## src/rtl/dbp_pkg.sv

```systemverilog
package dbp_pkg;

   // Access size encoding on the bus
   typedef enum logic [1:0] {
      SZ_LONG = 2'b00,
      SZ_BYTE = 2'b01,
      SZ_WORD = 2'b10,
      SZ_RSVD = 2'b11
   } xfer_size_e;

   localparam int unsigned LANE_BITS = 8;

endpackage

```

## src/rtl/dbp_regs.sv

```systemverilog
module dbp_regs
   import dbp_pkg::*;
#(
   parameter int unsigned DATA_W = 32,
   parameter int unsigned IDX_W = 5,
   parameter logic [IDX_W-1:0] VAL_IDX = 5'h0E,
   parameter logic [IDX_W-1:0] MASK_IDX = 5'h0F
) (
   input  logic              clk,
   input  logic              rst_n,
   input  logic              wr,
   input  logic [IDX_W-1:0]  idx,
   input  logic [DATA_W-1:0] wdata,
   output logic [DATA_W-1:0] rdata,
   output logic [DATA_W-1:0] val_q,
   output logic [DATA_W-1:0] mask_q
);

   if (VAL_IDX == MASK_IDX) begin : g_idx_chk
      $error("dbp_regs: value and mask indices must differ");
   end

   // Configuration registers carry no reset: contents are undefined until written
   always_ff @(posedge clk) begin
      if (wr && idx == VAL_IDX) val_q <= wdata;
   end

   always_ff @(posedge clk) begin
      if (wr && idx == MASK_IDX) mask_q <= wdata;
   end

   always_comb begin
      if (idx == VAL_IDX)       rdata = val_q;
      else if (idx == MASK_IDX) rdata = mask_q;
      else                      rdata = '0;
   end

   a_r1_value_write: assert property (@(posedge clk) disable iff (!rst_n)
      (wr && idx == VAL_IDX) |=> (val_q == $past(wdata)));

   a_r2_mask_write: assert property (@(posedge clk) disable iff (!rst_n)
      (wr && idx == MASK_IDX) |=> (mask_q == $past(wdata)));

   a_r3_other_idx_reads_zero: assert property (@(posedge clk) disable iff (!rst_n)
      (idx != VAL_IDX && idx != MASK_IDX) |-> (rdata == '0));

   a_r3_other_write_keeps: assert property (@(posedge clk) disable iff (!rst_n)
      (wr && idx != VAL_IDX && idx != MASK_IDX) |=> ($stable(val_q) && $stable(mask_q)));

endmodule

```

## src/rtl/dbp_lane_sel.sv

```systemverilog
module dbp_lane_sel
   import dbp_pkg::*;
#(
   parameter int unsigned LANES = 4,
   localparam int unsigned AW = $clog2(LANES)
) (
   input  logic             clk,
   input  logic             rst_n,
   input  xfer_size_e       size,
   input  logic [AW-1:0]    addr,
   output logic [LANES-1:0] lane_en
);

   if (LANES != 4) begin : g_lane_chk
      $error("dbp_lane_sel: size encoding assumes four byte lanes");
   end

   // Lane 0 is the most significant byte (big-endian)
   for (genvar g = 0; g < LANES; g++) begin : g_lane
      localparam logic [AW-1:0] LI = AW'(g);
      logic sel;
      always_comb begin
         case (size)
            SZ_BYTE: sel = (addr == LI);
            SZ_WORD: sel = (addr[AW-1] == LI[AW-1]);
            SZ_LONG: sel = 1'b1;
            default: sel = 1'b0;
         endcase
      end
      assign lane_en[g] = sel;
   end

   a_r4_byte_one_lane: assert property (@(posedge clk) disable iff (!rst_n)
      (size == SZ_BYTE) |-> ($countones(lane_en) == 1 && lane_en[addr]));

   a_r5_word_two_lanes: assert property (@(posedge clk) disable iff (!rst_n)
      (size == SZ_WORD) |-> ($countones(lane_en) == 2 && lane_en[{addr[AW-1], 1'b0}]));

   a_r6_long_all_lanes: assert property (@(posedge clk) disable iff (!rst_n)
      (size == SZ_LONG) |-> (&lane_en));

   a_r8_rsvd_no_lanes: assert property (@(posedge clk) disable iff (!rst_n)
      (size == SZ_RSVD) |-> (lane_en == '0));

endmodule

```

## src/rtl/dbp_match.sv

```systemverilog
module dbp_match
   import dbp_pkg::*;
#(
   parameter int unsigned DATA_W = 32,
   localparam int unsigned LANES = DATA_W / LANE_BITS
) (
   input  logic              clk,
   input  logic              rst_n,
   input  logic              valid,
   input  logic [LANES-1:0]  lane_en,
   input  logic [DATA_W-1:0] data,
   input  logic [DATA_W-1:0] val_q,
   input  logic [DATA_W-1:0] mask_q,
   output logic              trig
);

   if (DATA_W % LANE_BITS != 0) begin : g_width_chk
      $error("dbp_match: data width must be a whole number of bytes");
   end

   logic [DATA_W-1:0] care;
   logic              hit;

   for (genvar g = 0; g < LANES; g++) begin : g_care
      localparam int unsigned TOP = DATA_W - 1 - g * LANE_BITS;
      assign care[TOP -: LANE_BITS] = {LANE_BITS{lane_en[g]}} & ~mask_q[TOP -: LANE_BITS];
   end

   assign hit = valid && (|lane_en) && (((data ^ val_q) & care) == '0);

   always_ff @(posedge clk or negedge rst_n) begin
      if (!rst_n) trig <= 1'b0;
      else        trig <= hit;
   end

   a_r9_trig_needs_valid: assert property (@(posedge clk) disable iff (!rst_n)
      trig |-> $past(valid));

   a_r8_no_lane_no_trig: assert property (@(posedge clk) disable iff (!rst_n)
      (lane_en == '0) |=> !trig);

   a_r7_unmasked_diff_blocks: assert property (@(posedge clk) disable iff (!rst_n)
      (valid && lane_en[0] && (((data ^ val_q) & ~mask_q) >> (DATA_W - LANE_BITS)) != '0) |=> !trig);

endmodule

```

## src/rtl/dbp_trigger.sv

```systemverilog
module dbp_trigger
   import dbp_pkg::*;
#(
   parameter int unsigned DATA_W = 32,
   parameter int unsigned IDX_W = 5,
   parameter logic [IDX_W-1:0] VAL_IDX = 5'h0E,
   parameter logic [IDX_W-1:0] MASK_IDX = 5'h0F,
   localparam int unsigned LANES = DATA_W / LANE_BITS,
   localparam int unsigned AW = $clog2(LANES)
) (
   input  logic              clk,
   input  logic              rst_n,
   input  logic              cfg_wr,
   input  logic [IDX_W-1:0]  cfg_idx,
   input  logic [DATA_W-1:0] cfg_wdata,
   output logic [DATA_W-1:0] cfg_rdata,
   input  logic              bus_valid,
   input  logic [1:0]        bus_size,
   input  logic [AW-1:0]     bus_addr,
   input  logic [DATA_W-1:0] bus_data,
   output logic              trig
);

   logic [DATA_W-1:0] val_q;
   logic [DATA_W-1:0] mask_q;
   logic [LANES-1:0]  lane_en;
   xfer_size_e        size_e;

   assign size_e = xfer_size_e'(bus_size);

   dbp_regs #(
      .DATA_W(DATA_W), .IDX_W(IDX_W), .VAL_IDX(VAL_IDX), .MASK_IDX(MASK_IDX)
   ) u_regs (
      .clk(clk), .rst_n(rst_n), .wr(cfg_wr), .idx(cfg_idx), .wdata(cfg_wdata),
      .rdata(cfg_rdata), .val_q(val_q), .mask_q(mask_q)
   );

   dbp_lane_sel #(.LANES(LANES)) u_lanes (
      .clk(clk), .rst_n(rst_n), .size(size_e), .addr(bus_addr), .lane_en(lane_en)
   );

   dbp_match #(.DATA_W(DATA_W)) u_match (
      .clk(clk), .rst_n(rst_n), .valid(bus_valid), .lane_en(lane_en),
      .data(bus_data), .val_q(val_q), .mask_q(mask_q), .trig(trig)
   );

endmodule

```

## config.mk

```make
export PLATFORM = sky130hd
export DESIGN_NAME = dbp_trigger
export DESIGN_NICKNAME = d
export VERILOG_FILES = /design/src/rtl/dbp_pkg.sv /design/src/rtl/dbp_regs.sv /design/src/rtl/dbp_lane_sel.sv /design/src/rtl/dbp_match.sv /design/src/rtl/dbp_trigger.sv
export SDC_FILE = /design/constraint.sdc
export NUM_CORES = 1
export LEC_CHECK = 0
export CAP_MARGIN = 30
export CORE_ASPECT_RATIO = 1.2
export CORE_UTILIZATION = 41
export DETAILED_ROUTE_END_ITERATION = 6
export MAX_ROUTING_LAYER = met4
export PLACE_DENSITY = 0.73
export RECOVER_POWER = 50
export SLEW_MARGIN = 20
export SYNTH_ARGS = -nofsm -noshare
export SYNTH_HDL_FRONTEND = slang
export SYNTH_SLANG_ARGS = --single-unit
```

## constraint.sdc

```tcl
create_clock -name clk -period 3.47 [get_ports clk]
set_clock_uncertainty 0.1 [all_clocks]
set_input_delay 0.694 -clock clk [delete_from_list [all_inputs] [get_ports clk]]
set_output_delay 0.694 -clock clk [all_outputs]
set_load 0.02 [all_outputs]
```

# Yosys cells after proc, flatten, opt, wreduce, memory -nomap -nowiden
# Index checks and enable logic that the tools add are counted.
# word_totals
regBits,65
wordCells,35
# op_classes
eq_ne,7
n_mux,6
n_bitwise,11
n_reduce_logical,8
# ops
cell,count
two-way mux 32 bit,2
bitwise AND 32 bit,1
bitwise AND 8 bit,4
logical NOT 32 bit,1
inverter 8 bit,4
XOR 32 bit,1
one-hot mux 1 bit (3 select lines),4
"equality test 5 x 4 -> 1 bit, second input constant",2
"equality test 2 bit, second input constant",3
"equality test 2 x 1 -> 1 bit, second input constant",2
logical AND 1 bit,4
logical NOT 2 bit,2
OR reduction 4 bit,1
inverter 1 bit,1

# Depth between registers and ports, before layout
# Gate-level depths: netlist of run 1.
# depth
word_depth,6
depth_mapped,5
ltp_nobuf,5

# Cells and area by module
# Synthesis of run 1 repeated with hierarchy kept, for this count alone.
# unflattened
hier_cells,218
area_unflattened_um2,3101.7
# by_module_without_submodules
mod,instances,cells_per_inst,area_each_um2
dbp_regs,1,139,2487.4
dbp_match,1,65,521.8
dbp_lane_sel,1,14,92.6

# Worst setup path after synthesis of run 1
# No wires, ideal clock.
# synth_path
path_kind,input -> register
start,input cfg_idx[4]
end,"register u_regs.val_q[0], enable pin"
arrival_ns,2.459
required_time_ns,2.948
path_slack_ns,0.489
stages,4
cell_sequence,nand4b_1 inv_1 nand2_1 nor2_1
# synth_between
elab_chain_len,2
# synth_lines
item,line,text
from (decl),dbp_trigger.sv:14,"input logic [IDX_W-1:0] cfg_idx,"
equality test 5 x 4 -> 1 bit,dbp_regs.sv:25,if (wr && idx == VAL_IDX) val_q <= wdata;
logical AND 1 bit,dbp_regs.sv:25,
to (signal assigned),dbp_regs.sv:25,
to (decl),dbp_regs.sv:15,"output logic [DATA_W-1:0] val_q,"
# No other way between the ends.
# A chain may end at the register's enable or synchronous reset.

# Final worst setup path of run 1
# layout_path
start,input cfg_idx[4]
end,output cfg_rdata[15]
# layout_between
elab_chain_len,3
word_cells_on_any_way,4
classes_between,eq/ne (2); mux (2)
# layout_lines
item,line,text
equality test 5 x 4 -> 1 bit,dbp_regs.sv:34,else if (idx == MASK_IDX) rdata = mask_q;
two-way mux 32 bit,dbp_regs.sv:34,
two-way mux 32 bit *,dbp_regs.sv:33,if (idx == VAL_IDX) rdata = val_q;
to (decl),dbp_trigger.sv:16,"output logic [DATA_W-1:0] cfg_rdata,"
# Every way passes the cells marked *; elsewhere a longest branch is shown, timed or not.

==> results.cfg, run 1 <==
[floorplanning]
start_util = 0.426
die_h_um = 94.8
die_area_um2 = 7520
core_area_um2 = 6900
die_x_um = 79.3
rows = 33
io_pins = 110

[clocking]
cts_tree = built
htree_levels = 3
cts_root_buf = clkbuf_8
cts_buffers = 9
cts_resized = 0
post_cts_buffers = 0
cts_buffer_depth = 2
clock_latency_ns = 0.33
holdBufCountCts = 0
clkSinkCount = 65
clk_pin_slew_worst_paths_ns = 0.06

[logic_synthesis]
yosysTopAreaCell = edfxtp_1
synth_cells = 207
netlist_top_cells_area = edfxtp_1 65%, mux2i_1 11%, xnor2_1 9.5%, nor2_1 4.7%, o22ai_1 3.4%
ys_types = 24
synth_nets = 284
synth_warnings = 0
synth_area_um2 = 2940
ys_seq_area_frac = 0.662
yosysTopAreaCellShare = 0.654
syn_avg_cell_area_um2 = 14.2
synth-seq-cells = 65

[setup_path]
cp.required_ns = 2.68
end_kind = output port
cp_top_family = buffers and inverters
worstSetupPathType = in2out
crit_path_max_fanout = 33
arrival_ns = 2.32
reg2reg_from = u_regs.val_q[20]
critPathMaxStageDelay_ns = 0.62
r2r_cells = 5
path_cells = clkdlybuf4s50_1 -> nand4b_1 -> buf_4 -> nor2_1 -> clkdlybuf4s50_1
timing.rr.end = u_match.trig
path_common_cell = clkdlybuf4s50_1
cp_slowest_cell = clkdlybuf4s50_1
critical_path_buf_inv_count = 3
cp-start-kind = input pin
r2r_slack_ns = 1.85

[timing]
fin_crit_sh = 0.899
maxSlewViolCount = 0
slew_headroom = 0.440
rsz0062_at_grt = no
min_period_ns = 3.12
tns_ns = 0
finalHoldViolCount = 0
worstMarginPinSlew_ns = 0.840
fmax_mhz = 321
setup_viol = 0

[route]
vias = 2047
finalWirelength_um = 6430
drtPass1Iterations = 4
via_per_inst = 4.91
drt-wirelength-per-cell_um = 15.4
ant_nets = 0
wl_met1_um = 2510
drcViolationCount = 0
dr.first_iter.drc_count = 52
top_layer = met4
met3WireLength_um = 299
met2WireLength_um = 3470

[layout]
nNetsFinal = 403
syn2layout_area_growth_pct = 48.0
drive_gt1_frac = 0.0638
fill_cells = 558
seq_area_um2 = 1950
finish.instance_area_um2 = 4350
multi_input_area_um2 = 966

[global_routing]
antenna_found_initial = 1
grt_max_degree = 34
grt_pass1_wl_um = 9630
grt.total_usage = 0.184
grt_overflow = 0
grt_pass1_vias = 2138

[hold_path]
holdCritPathClass = in2async

[placed_design]
dpl.hpwl_um = 4700
place_congestion = 0.820
placedInstanceArea_um2 = 4180
port_buffers = 109

[pwr]
vdd_ir_drop_max_uv = 322
p_per_area_nw_per_um2 = 377
p_leak_uw = 0.00151

[outcome]
status = finished clean

[flow_run]
drv_cap = 0
## synthesized netlist by cell type
| library cell | n |
|---|---|
| dfrtp_1 | 1 |
| mux2i_1 | 32 |
| inv_1 | 1 |
| nand4b_1 | 1 |
| nand2_1 | 2 |
| o2bb2ai_1 | 1 |
| clkbuf_1 | 3 |
| xnor2_1 | 32 |
| nor2b_1 | 1 |
| o221ai_1 | 1 |
| o21ai_0 | 1 |
| nand3_1 | 1 |
| o22ai_1 | 16 |
| o41ai_1 | 1 |
| nor3_1 | 1 |
| edfxtp_1 | 64 |
| and3_1 | 1 |
| nor3b_1 | 1 |
| nand3b_1 | 1 |
| nor2_1 | 37 |
| buf_2 | 4 |
| o41ai_2 | 1 |
| a21oi_1 | 1 |
| nor4_1 | 2 |
## report_power, final
group | internal (µW) | total, µW | switching (µW)
sequential | 872 | 877 | 4.69
clock | 317 | 575 | 258
combinational | 118 | 189 | 71.5
total | 1310 | 1640 | 334
## worst reg2reg max path, stage by stage, from the launching register on
cell	delay [ns]
edfxtp_1	0.41
xnor2_1	0.19
o22ai_1	0.11
nor4_1	0.43
o221ai_1	0.19
nor2_1	0.12
## state kept, by name (all words and copies together) (netlist names)
name	cells
u_regs.mask_q	32
u_regs.val_q	32
u_match.trig	1
## placed cells by master, fill, tap and decap left out
master | Yosys | final
clkdlybuf4s50_1 | 0 | 73
edfxtp_1 | 64 | 64
nor2_1 | 37 | 36
dlygate4sd3_1 | 0 | 35
mux2i_1 | 32 | 32
xnor2_1 | 32 | 32
o22ai_1 | 16 | 16
clkbuf_8 | 0 | 9
clkinv_2 | 0 | 3
buf_4 | 0 | 3
nor4_1 | 2 | 2
nand2_1 | 2 | 2
buf_12 | 0 | 2
diode_2 | 0 | 1
nand4b_1 | 1 | 1
a21oi_1 | 1 | 1
nor3b_1 | 1 | 1
nor3_1 | 1 | 1
nor2b_1 | 1 | 1
nand3b_1 | 1 | 1
o21ai_0 | 1 | 1
o41ai_2 | 1 | 1
o221ai_1 | 1 | 1
o2bb2ai_1 | 1 | 1
o41ai_1 | 1 | 1
nand3_1 | 1 | 1
inv_1 | 1 | 1
nor2_4 | 0 | 1
and3_1 | 1 | 1
clkinv_1 | 0 | 1
bufinv_16 | 0 | 1
buf_2 | 4 | 1
clkbuf_1 | 3 | 1
dfrtp_1 | 1 | 1
## area by class of cell
cell class                 count  share of cell area
multi-input combinational    134               0.222
tap                           87              0.0250
sequential                    65               0.447
clock inverter                 5              0.0112
timing repair buffer         115               0.265
inverter                       1            0.000862
antenna                        1            0.000575
clock buffer                   9              0.0285
## logic make-up after synthesis
logic type / count (synthesis) / synth area share
flip-flops: 65 / 0.662
AND/OR/NAND/NOR: 48 / 0.0698
XOR/XNOR: 32 / 0.0953
multiplexers: 32 / 0.109
AO/OA/AOI/OAI: 22 / 0.0519
buffers and inverters: 8 / 0.0119
## stage by stage
stage	power [µW]	setup WS (ns)	cells	hold slack, ns	util
after floorplan	967	0.489	207	0.298	-
after global placement	1090	0.376	402	0.664	0.606
after detailed placement	1090	0.355	402	0.662	0.606
after CTS	1660	0.351	416	0.398	0.631
after global routing	1700	0.259	417	0.469	0.631
final	1640	0.351	417	0.478	0.631
## per-layer routing
metal  vias to the layer above  global-route usage
met5                         -                   -
met4                         0              0.0939
met2                        64               0.333
li1                       1011                   -
met1                       961               0.186
met3                        11              0.0357
## worst max-delay path by stage
stage | startpoint | end | cells past startpoint
final | cfg_idx[4] | cfg_rdata[15] | 5
after floorplan | cfg_idx[4] | u_regs.val_q[0] | 4
after global placement | cfg_idx[4] | cfg_rdata[14] | 5
after global routing | cfg_idx[4] | cfg_rdata[18] | 5
after detailed placement | cfg_idx[4] | cfg_rdata[14] | 5
after CTS | cfg_idx[4] | cfg_rdata[14] | 5
Power figures use the tool's default switching activity.
==> run 2, diff against run 1 <==
--- a/config.mk
+++ b/config.mk
@@ -5,7 +5,7 @@
 export SDC_FILE = /design/constraint.sdc
 export NUM_CORES = 1
 export LEC_CHECK = 0
-export CAP_MARGIN = 30
+export CAP_MARGIN = 0
 export CORE_ASPECT_RATIO = 1.2
 export CORE_UTILIZATION = 41
 export DETAILED_ROUTE_END_ITERATION = 6
==> results of run 2 <==
Same layout as run 1: the final DEF is identical, and so are final timing and power.
==> run 3, diff against run 2 <==
--- a/config.mk
+++ b/config.mk
@@ -6,11 +6,13 @@
 export NUM_CORES = 1
 export LEC_CHECK = 0
 export CAP_MARGIN = 0
+export CELL_PAD_IN_SITES_DETAIL_PLACEMENT = 0
+export CELL_PAD_IN_SITES_GLOBAL_PLACEMENT = 2
 export CORE_ASPECT_RATIO = 1.2
-export CORE_UTILIZATION = 41
+export CORE_UTILIZATION = 31
 export DETAILED_ROUTE_END_ITERATION = 6
 export MAX_ROUTING_LAYER = met4
-export PLACE_DENSITY = 0.73
+export PLACE_DENSITY = 0.83
 export RECOVER_POWER = 50
 export SLEW_MARGIN = 20
 export SYNTH_ARGS = -nofsm -noshare
==> run 3 against run 2 <==
Compared with the run above: cell count grew 7.9%; count of clock-buffer cells in the layout grew 1; non-clock buffer count fell by 1; largest power group unchanged; critical endpoint is now cfg_rdata[21]; setup slack got worse by 0.11 ns; register-to-register slack worse by 0.08 ns; final area up 0.83%; clock power grew 2%; flip-flop and latch count unchanged; critical path depth did not move; first-iteration DRC count shrank 17%; routed wire length increased by 7.2%.
==> results.cfg, run 3 (synthesis gave the netlist of run 1 again) <==
[outcome]
status = finished clean

[pwr]
vdd_ir_drop_max_uv = 178
p_leak_uw = 0.00151
p_per_area_nw_per_um2 = 377

[setup_path]
r2r_cells = 5
arrival_ns = 2.43
r2r_slack_ns = 1.77
end_kind = output port
worstSetupPathType = in2out
cp.required_ns = 2.68
crit_path_max_fanout = 33
cp-start-kind = input pin

[clocking]
clock_latency_ns = 0.33
htree_levels = 3
cts_tree = built
clkSinkCount = 65
cts_buffer_depth = 2
holdBufCountCts = 0
cts_buffers = 9
cts_root_buf = clkbuf_8
clk_pin_slew_worst_paths_ns = 0.06
cts_resized = 0
post_cts_buffers = 0

[hold_path]
holdCritPathClass = in2async

[route]
drt-wirelength-per-cell_um = 15.3
dr.first_iter.drc_count = 43
vias = 2048
via_per_inst = 4.55
finalWirelength_um = 6890
drtPass1Iterations = 4
drcViolationCount = 0
ant_nets = 0

[layout]
finish.instance_area_um2 = 4390
nNetsFinal = 402
syn2layout_area_growth_pct = 49.3
final_cell_mix = 72 x clkdlybuf4s50_1, 64 x edfxtp_1, 36 x nor2_1, 36 x dlygate4sd3_1
fin_cells = 450
drive_gt1_frac = 0.0578
largestRegisters = u_regs.mask_q x32, u_regs.val_q x32, u_match.trig x1
layout_commonest_cell = clkdlybuf4s50_1

[timing]
setup_viol = 0
worstMarginPinSlew_ns = 0.729
finalHoldViolCount = 0
rsz0062_at_grt = no
maxSlewViolCount = 0
fin_crit_sh = 0.930
fmax_mhz = 310
min_period_ns = 3.23
slew_headroom = 0.514
tns_ns = 0

[placed_design]
place_congestion = 0.738
dpl.hpwl_um = 5040
port_buffers = 109
placedInstanceArea_um2 = 4220
dpl.cell_count = 434

[global_routing]
grt_pass1_vias = 2124
grt_max_degree = 34
antenna_found_initial = 1
grt_overflow = 0
grt.total_usage = 0.148
grt_pass1_wl_um = 10400

[flow_run]
drv_cap = 0

[floorplanning]
die_x_um = 90.9
core_area_um2 = 9130
start_util = 0.322
rows = 38
io_pins = 110
die_h_um = 109
die_area_um2 = 9880
## run 3: cell count changes in the layout (fill, tap and decap cells not counted), sizes merged
cell,change
clkdlybuf4s50,-1
clkbuf,+1
dlygate4sd3,+1
buf,-1
## run 3: critical path, cell delays in order
cell             delay [ns]
dlygate4sd3_1          0.53
nand4b_1               0.16
buf_4                  0.25
nor2_1                 0.17
clkdlybuf4s50_1        0.62
## run 3: path summary, 6_finish.rpt
check,startpoint,to
worst min register to register,u_regs.mask_q[15],u_match.trig
worst min-delay path,rst_n,u_match.trig
worst max-delay path,cfg_idx[4],cfg_rdata[21]
worst max register to register,u_regs.val_q[0],u_match.trig
max in group asynchronous,rst_n,u_match.trig
min in group clk,u_regs.mask_q[15],u_match.trig
## run 3: power breakdown
part,switching [µW],internal [µW]
logic,71.6,117
registers,4.72,872
clock network,269,321
## run 3: cell type report
| cell class | instances | area, µm² |
|---|---|---|
| multi-input combinational | 134 | 966 |
| clock inverter | 5 | 47.5 |
| fill | 867 | 4740 |
| timing repair buffer | 114 | 1140 |
| clock buffer | 10 | 128 |
| tap | 120 | 150 |
| antenna | 1 | 2.50 |
| inverter | 1 | 3.75 |
| sequential | 65 | 1950 |
## run 3: metal layers
metal,global-route usage,routed length (µm)
met1,0.169,2930
met2,0.247,3500
met3,0.0286,279
met4,0.0816,180
met5,-,0
## run 3: per-stage QoR
stage	worst slack (ns)	utilization	hold WS, ns	power [µW]
final	0.243	0.481	0.474	1650
after global routing	0.141	0.481	0.469	1720
after CTS	0.358	0.481	0.391	1690
after detailed placement	0.358	0.462	0.706	1090
after global placement	0.370	0.462	0.708	1090
after floorplan	0.489	-	0.298	967
